[config.mk]
export PLATFORM = sky130hd
export DESIGN_NAME = lcd_mux_seq
export DESIGN_NICKNAME = d
export VERILOG_FILES = /design/src/rtl/lcd_seq_pkg.sv /design/src/rtl/lcd_frame_timer.sv /design/src/rtl/lcd_row_driver.sv /design/src/rtl/lcd_col_driver.sv /design/src/rtl/lcd_mux_seq.sv
export SDC_FILE = /design/constraint.sdc
export NUM_CORES = 1
export LEC_CHECK = 0
export BUFFER_PORTS_ARGS = -buffer_cell sky130_fd_sc_hd__buf_2
export CAP_MARGIN = 20
export CORE_AREA = 5 5 145 147
export CTS_CLUSTER_SIZE = 10
export DETAILED_ROUTE_END_ITERATION = 16
export DIE_AREA = 0 0 150 152
export PLACE_DENSITY_LB_ADDON = 0.12
export SLEW_MARGIN = 25
export SYNTH_ARGS = -nofsm -noshare
export SYNTH_HDL_FRONTEND = slang
export SYNTH_SLANG_ARGS = --single-unit
export TNS_END_PERCENT = 100
[constraint.sdc]
create_clock -name clk -period 3.5 [get_ports clk]
set_input_delay 0 -clock clk [delete_from_list [all_inputs] [get_ports clk]]
set_output_delay 0 -clock clk [all_outputs]
set_load 0.1 [all_outputs]
[src/rtl/lcd_seq_pkg.sv]
package lcd_seq_pkg;

    typedef enum logic [1:0] {
        MX_FULL = 2'd0,
        MX_HALF = 2'd1,
        MX_ICON = 2'd2,
        MX_RSVD = 2'd3
    } mux_e;

    typedef enum logic [2:0] {
        LV_VSS  = 3'd0,
        LV_Q1   = 3'd1,
        LV_HALF = 3'd2,
        LV_Q3   = 3'd3,
        LV_VLCD = 3'd4,
        LV_T1   = 3'd5,
        LV_T2   = 3'd6
    } lvl_e;

    localparam int unsigned LVL_W = 3;

    typedef struct packed {
        mux_e mode;
        logic odd;
        logic pd;
    } drv_ctl_t;

    function automatic mux_e norm_mode(mux_e m);
        return (m == MX_RSVD) ? MX_FULL : m;
    endfunction

    function automatic int unsigned map_row(mux_e m, int unsigned slot,
                                            int unsigned rows);
        case (m)
            MX_HALF: return (slot < rows / 2 - 1) ? slot : rows - 2;
            MX_ICON: return rows - 2 + slot;
            default: return slot;
        endcase
    endfunction

    function automatic lvl_e row_level(drv_ctl_t c, logic sel);
        if (c.pd)
            return LV_VSS;
        if (sel)
            return c.odd ? LV_VSS : LV_VLCD;
        if (c.mode == MX_ICON)
            return c.odd ? LV_T2 : LV_T1;
        return c.odd ? LV_Q3 : LV_Q1;
    endfunction

    function automatic lvl_e col_level(drv_ctl_t c, logic on);
        if (c.pd)
            return LV_VSS;
        if (on)
            return c.odd ? LV_VLCD : LV_VSS;
        if (c.mode == MX_ICON)
            return c.odd ? LV_T1 : LV_T2;
        return LV_HALF;
    endfunction

endpackage

[src/rtl/lcd_frame_timer.sv]
module lcd_frame_timer
    import lcd_seq_pkg::*;
#(
    parameter int unsigned FRAME_CLKS = 3072,
    parameter int unsigned NUM_ROWS   = 18
) (
    input  logic                          clk,
    input  logic                          rst,
    input  logic [1:0]                    mode_req,
    output logic [$clog2(FRAME_CLKS)-1:0] frame_pos,
    output logic [$clog2(NUM_ROWS)-1:0]   slot_idx,
    output logic                          odd,
    output mux_e                          cur_mode
);
    localparam int unsigned PW      = $clog2(FRAME_CLKS);
    localparam int unsigned SW      = $clog2(NUM_ROWS);
    localparam int unsigned NS_FULL = NUM_ROWS;
    localparam int unsigned NS_HALF = NUM_ROWS / 2;
    localparam int unsigned NS_ICON = 2;
    localparam int unsigned B_FULL  = FRAME_CLKS / NS_FULL;
    localparam int unsigned B_HALF  = FRAME_CLKS / NS_HALF;
    localparam int unsigned B_ICON  = FRAME_CLKS / NS_ICON;

    logic [PW-1:0] slot_cnt;
    logic [PW-1:0] base_len;
    logic [SW:0]   nslots;
    logic          last_slot;
    logic          wrap;

    always_comb begin
        case (cur_mode)
            MX_HALF: begin base_len = PW'(B_HALF); nslots = (SW+1)'(NS_HALF); end
            MX_ICON: begin base_len = PW'(B_ICON); nslots = (SW+1)'(NS_ICON); end
            default: begin base_len = PW'(B_FULL); nslots = (SW+1)'(NS_FULL); end
        endcase
    end

    assign last_slot = ({1'b0, slot_idx} == nslots - 1'b1);
    assign wrap      = (frame_pos == PW'(FRAME_CLKS - 1));

    always_ff @(posedge clk) begin
        if (rst) begin
            frame_pos <= '0;
            slot_cnt  <= '0;
            slot_idx  <= '0;
            odd       <= 1'b0;
            cur_mode  <= MX_FULL;
        end else if (wrap) begin
            frame_pos <= '0;
            slot_cnt  <= '0;
            slot_idx  <= '0;
            odd       <= ~odd;
            cur_mode  <= norm_mode(mux_e'(mode_req));
        end else begin
            frame_pos <= frame_pos + 1'b1;
            if (!last_slot && slot_cnt == base_len - 1'b1) begin
                slot_cnt <= '0;
                slot_idx <= slot_idx + 1'b1;
            end else begin
                slot_cnt <= slot_cnt + 1'b1;
            end
        end
    end


    pos_range_chk: assert property (@(posedge clk) disable iff (rst)
        frame_pos < PW'(FRAME_CLKS));


    polarity_flip_chk: assert property (@(posedge clk) disable iff (rst)
        wrap |=> (odd != $past(odd)));


    polarity_hold_chk: assert property (@(posedge clk) disable iff (rst)
        !wrap |=> $stable(odd));


    mode_hold_chk: assert property (@(posedge clk) disable iff (rst)
        !wrap |=> $stable(cur_mode));


    slot_range_chk: assert property (@(posedge clk) disable iff (rst)
        {1'b0, slot_idx} < nslots);


    last_slot_reached_chk: assert property (@(posedge clk) disable iff (rst)
        wrap |-> last_slot);

endmodule

[src/rtl/lcd_row_driver.sv]
module lcd_row_driver
    import lcd_seq_pkg::*;
#(
    parameter int unsigned NUM_ROWS = 18
) (
    input  logic                          clk,
    input  logic                          rst,
    input  drv_ctl_t                      ctl,
    input  logic [$clog2(NUM_ROWS)-1:0]   slot_idx,
    output logic [$clog2(NUM_ROWS)-1:0]   sel_row,
    output logic [NUM_ROWS*LVL_W-1:0]     row_lvl
);
    localparam int unsigned RW = $clog2(NUM_ROWS);

    assign sel_row = RW'(map_row(ctl.mode, int'(slot_idx), NUM_ROWS));

    for (genvar r = 0; r < NUM_ROWS; r++) begin : g_row
        assign row_lvl[r*LVL_W +: LVL_W] = row_level(ctl, sel_row == RW'(r));
    end


    half_unused_chk: assert property (@(posedge clk) disable iff (rst)
        (ctl.mode == MX_HALF) |->
            (sel_row < RW'(NUM_ROWS / 2 - 1) || sel_row == RW'(NUM_ROWS - 2)));


    icon_rows_chk: assert property (@(posedge clk) disable iff (rst)
        (ctl.mode == MX_ICON) |-> (sel_row >= RW'(NUM_ROWS - 2)));

endmodule

[src/rtl/lcd_col_driver.sv]
module lcd_col_driver
    import lcd_seq_pkg::*;
#(
    parameter int unsigned NUM_COLS = 80
) (
    input  drv_ctl_t                  ctl,
    input  logic [NUM_COLS-1:0]       pix,
    output logic [NUM_COLS*LVL_W-1:0] col_lvl
);
    for (genvar c = 0; c < NUM_COLS; c++) begin : g_col
        assign col_lvl[c*LVL_W +: LVL_W] = col_level(ctl, pix[c]);
    end
endmodule

[src/rtl/lcd_mux_seq.sv]
module lcd_mux_seq
    import lcd_seq_pkg::*;
#(
    parameter int unsigned FRAME_CLKS = 3072,
    parameter int unsigned NUM_ROWS   = 18,
    parameter int unsigned NUM_COLS   = 80
) (
    input  logic                        clk,
    input  logic                        rst,
    input  logic [1:0]                  mode_sel,
    input  logic                        pwr_down,
    input  logic [NUM_COLS-1:0]         pix_row,
    output logic [$clog2(NUM_ROWS)-1:0] row_idx_o,
    output logic                        frame_start_o,
    output logic                        odd_frame_o,
    output logic [NUM_ROWS*3-1:0]       row_lvl_o,
    output logic [NUM_COLS*3-1:0]       col_lvl_o
);
    localparam int unsigned PW = $clog2(FRAME_CLKS);
    localparam int unsigned RW = $clog2(NUM_ROWS);

    logic [PW-1:0] frame_pos;
    logic [RW-1:0] slot_idx;
    logic          odd;
    mux_e          cur_mode;
    drv_ctl_t      ctl;

    lcd_frame_timer #(.FRAME_CLKS(FRAME_CLKS), .NUM_ROWS(NUM_ROWS)) u_timer (
        .clk      (clk),
        .rst      (rst),
        .mode_req (mode_sel),
        .frame_pos(frame_pos),
        .slot_idx (slot_idx),
        .odd      (odd),
        .cur_mode (cur_mode)
    );

    always_comb begin
        ctl.mode = cur_mode;
        ctl.odd  = odd;
        ctl.pd   = pwr_down;
    end

    lcd_row_driver #(.NUM_ROWS(NUM_ROWS)) u_rows (
        .clk     (clk),
        .rst     (rst),
        .ctl     (ctl),
        .slot_idx(slot_idx),
        .sel_row (row_idx_o),
        .row_lvl (row_lvl_o)
    );

    lcd_col_driver #(.NUM_COLS(NUM_COLS)) u_cols (
        .ctl    (ctl),
        .pix    (pix_row),
        .col_lvl(col_lvl_o)
    );

    assign frame_start_o = (frame_pos == '0);
    assign odd_frame_o   = odd;

    logic [NUM_ROWS-1:0] row_extreme;
    for (genvar r = 0; r < NUM_ROWS; r++) begin : g_ext
        assign row_extreme[r] = (row_lvl_o[r*3 +: 3] == LV_VLCD) ||
                                (row_lvl_o[r*3 +: 3] == LV_VSS);
    end


    one_selected_chk: assert property (@(posedge clk) disable iff (rst)
        !pwr_down |-> ($countones(row_extreme) == 1));


    pd_ground_chk: assert property (@(posedge clk) disable iff (rst)
        pwr_down |-> (row_lvl_o == '0 && col_lvl_o == '0));

endmodule

==> run_results.csv <==
group,metric,value,unit
floorplan,die_h,152,um
routing,finalWirelength,22900,um
global_routing,antenna_found_initial,21,
critical_path,critPathMaxFanout,8,
layout,layout_common_cells,"buf_2, nor2_1, nand2_1",
placement,postPlaceCellArea,5990,sq um
floorplan,core_area,19800,sq um
floorplan,initial_core_util,0.192,
routing,routed_via_density,4.44,
power,power_frac_clock,0.285,
logic_synthesis,syn_inst,665,
layout,final_nets,1107,
sta,setup_viol,0,
power,power.internal,0.000741,W
flow_run,maxCapViolCount,0,
critical_path,critPathLaunchType,"register",
layout,final_layout_size_suffix_gt1_frac,0.417,
routing,drtPass1Iterations,5,
logic_synthesis,synth.distinct_cells,48,
floorplan,rows,52,
global_routing,track_usage,0.185,
power,sequentialPowerShare,0.250,
hold_path,min_path_type,"primary input to register",
power,p_leak,3.45,nW
sta,slew-limit-headroom,0.371,
floorplan,pin_count,386,
placement,numPortBuffers,385,
logic_synthesis,async_reset_ff_frac,0,
power,comb_power_share,0.466,
logic_synthesis,syn_nets,758,
clock_tree,htreeDepth,2,
routing,wl_per_cell,17.7,um
floorplan,fp.dieW,150,um
sta,grt_setup_unrepaired,"no",
sta,hold_violations,0,
clock_tree,clkSinkCount,32,
global_routing,grt_overflow,0,
global_routing,grt_pass1_wl,33100,um
layout,final_cell_area,6150,sq um
critical_path,r2r-end,"u_timer.slot_idx[3]",
logic_synthesis,yosysWarnings,0,
routing,antenna_left,0,
power,finalPower,0.00152,W
clock_tree,cts-root-buf,"clkbuf_16",
global_routing,first_global_vias,5131,
clock_tree,post_cts_resized,0,
layout,area_growth,62.3,%
logic_synthesis,netlist_top_cells_area,"nor2_1, dfxtp_1, o21ai_0, nand2_1, mux2i_1",
logic_synthesis,yosys.area.top_type,"nor2_1",
logic_synthesis,synth_ff_type,"dfxtp_1",
sta,final.min_clock_period,2.94,ns
sta,fmax,340,MHz
power,switchingPower,0.000775,W
routing,drc,0,
clock_tree,tritoncts,"yes",
clock_tree,cts_buffers,5,
layout,final_common_cell,"buf_2",
critical_path,crit_required,3.50,ns
clock_tree,clk_pin_slew,0.05,ns
logic_synthesis,synth_edf_count,0,
routing,drtIter0Drc,353,
logic_synthesis,avgSynthCellArea,5.70,sq um
logic_synthesis,synth_area,3790,sq um
power,vdd_drop_max,0.205,mV
placement,place_hpwl,18600,um
placement,gp_congestion,0.825,
routing,vias,5722,
critical_path,cp.arrival,2.94,ns
hold_path,hold_end,"u_timer.cur_mode[0]",
status,status,"finished clean",
logic_synthesis,synth_seq_cells,32,
sta,tightest_slew,0.944,ns
critical_path,timing.critical_path.to_type,"output port",
power,switching_share,0.511,
sta,fin_skew,0.00932,ns
clock_tree,cts_buffer_depth,2,
hold_path,hp-start,"mode_sel[0]",
clock_tree,insertion_delay,0.28,ns
logic_synthesis,ys_seq_area_frac,0.169,
sta,slew_viol_final,0,
floorplan,die_area,22800,sq um
power,p_per_area,246,nW/um^2
global_routing,grt_max_degree,94,
critical_path,r2r-start,"u_timer.cur_mode[0]",
critical_path,reg2reg_depth,8,
logic_synthesis,synth_top_area_share,0.228,
hold_path,min_path_cells,3,
critical_path,crit_type,"register to output port",
layout,nFillCells,2279,
critical_path,regToRegSetupSlack,1.00,ns
sta,finalCritPeriodShare,0.840,
==> area by class of cell <==
type | instances | area (sq um) | area share
Antenna cell | 3 | 7.51 | 0.00122
Clock buffer | 5 | 125 | 0.0203
Clock inverter | 3 | 23.8 | 0.00386
Inverter | 12 | 45.0 | 0.00732
Multi-Input combinational cell | 566 | 2910 | 0.473
Sequential cell | 32 | 641 | 0.104
Tap cell | 270 | 338 | 0.0549
Timing Repair Buffer | 397 | 2060 | 0.335
==> repair_timing <==
action                    4_1_cts  5_1_grt
hold buffers                    1        0
buffers inserted                0        0
hold endpoints to repair        3        0
==> synthesized netlist by cell type, types with 2 or more instances <==
| library cell | number |
|---|---|
| a211o_1 | 2 |
| a211oi_1 | 2 |
| a21o_1 | 2 |
| a21oi_1 | 16 |
| and2_1 | 4 |
| and3_1 | 6 |
| and4_1 | 3 |
| buf_1 | 3 |
| buf_2 | 4 |
| buf_4 | 3 |
| buf_6 | 3 |
| clkbuf_1 | 42 |
| dfxtp_1 | 32 |
| ha_1 | 8 |
| inv_1 | 12 |
| mux2i_1 | 21 |
| nand2_1 | 95 |
| nand2b_1 | 8 |
| nand3_1 | 9 |
| nand3b_1 | 3 |
| nand4_1 | 7 |
| nand4b_1 | 2 |
| nor2_1 | 230 |
| nor2b_1 | 4 |
| nor3b_1 | 5 |
| nor4_1 | 3 |
| o21ai_0 | 82 |
| o31ai_1 | 4 |
| or2_2 | 4 |
| or3_1 | 2 |
| or4_1 | 3 |
| or4b_1 | 2 |
| xnor2_1 | 12 |
| xor2_1 | 13 |
==> power by group through the flow <==
stage / Clock [W] / Combinational (W) / Sequential, W
finish: 0.000432 / 0.000706 / 0.000378
global route: 0.000458 / 0.000734 / 0.000379
CTS: 0.000445 / 0.000709 / 0.000378
detailed placement: 0 / 0.000707 / 0.000386
global placement: 0 / 0.000708 / 0.000386
floorplan: 0 / 0.000528 / 0.000384
==> metal layers <==
| layer | wire length [um] | vias up | GRT usage |
|---|---|---|---|
| li1 | - | 2872 | - |
| met5 | 137 | - | 0 |
| met3 | 2330 | 36 | 0.0706 |
| met2 | 10600 | 222 | 0.308 |
| met4 | 236 | 20 | 0.0205 |
| met1 | 9550 | 2572 | 0.234 |
==> cells by family (layout without fill, tap and decap cells) <==
family,after synthesis,in the layout,share of synthesized area
flip-flops,32,32,0.169
XOR/XNOR,25,25,0.0578
buffers and inverters,67,417,0.0766
other,0,3,0
AO/OA/AOI/OAI,115,115,0.165
AND/OR/NAND/NOR,397,397,0.450
multiplexers,21,21,0.0555
adder cells (fa/ha/maj),8,8,0.0264
==> flip-flops by register name (all words and copies together) (netlist names) <==
name               flops
u_timer.slot_idx       5
u_timer.odd            1
u_timer.cur_mode       2
u_timer.frame_pos     12
u_timer.slot_cnt      12
==> worst max-delay path, stage by stage, from the launching register on <==
cell and delay (ns):
dfxtp_1 0.37, inv_1 0.08, ha_1 0.41, o31ai_1 0.49
nand4_1 0.30, nor2_1 0.33, mux2i_2 0.23, buf_2 0.45
==> how the worst max path moves through the flow <==
stage                              from  slack [ns]            end  cells after the start
global placement    u_timer.cur_mode[0]        0.92  row_lvl_o[44]                      7
global route        u_timer.cur_mode[0]        0.29   row_lvl_o[8]                      7
detailed placement  u_timer.cur_mode[0]        0.87  row_lvl_o[38]                      8
finish              u_timer.cur_mode[0]        0.56  row_lvl_o[44]                      7
floorplan           u_timer.cur_mode[0]       -0.03  row_lvl_o[38]                      9
CTS                 u_timer.cur_mode[0]        0.56  row_lvl_o[38]                      8
==> stage by stage <==
| stage | worst slack [ns] | cells | hold slack [ns] | util | setup TNS, ns |
|---|---|---|---|---|---|
| final | 0.558 | 1288 | 0.0230 | 0.311 | 0 |
| after global routing | 0.294 | 1285 | 0.0469 | 0.311 | 0 |
| after CTS | 0.562 | 1285 | 0.0178 | 0.311 | 0 |
| after detailed placement | 0.873 | 1276 | 0.232 | 0.303 | 0 |
| after global placement | 0.921 | 1276 | 0.223 | 0.303 | 0 |
| after floorplan | -0.0260 | 665 | 0.0691 | - | -0.0260 |
(Power assumes the default switching activity.)
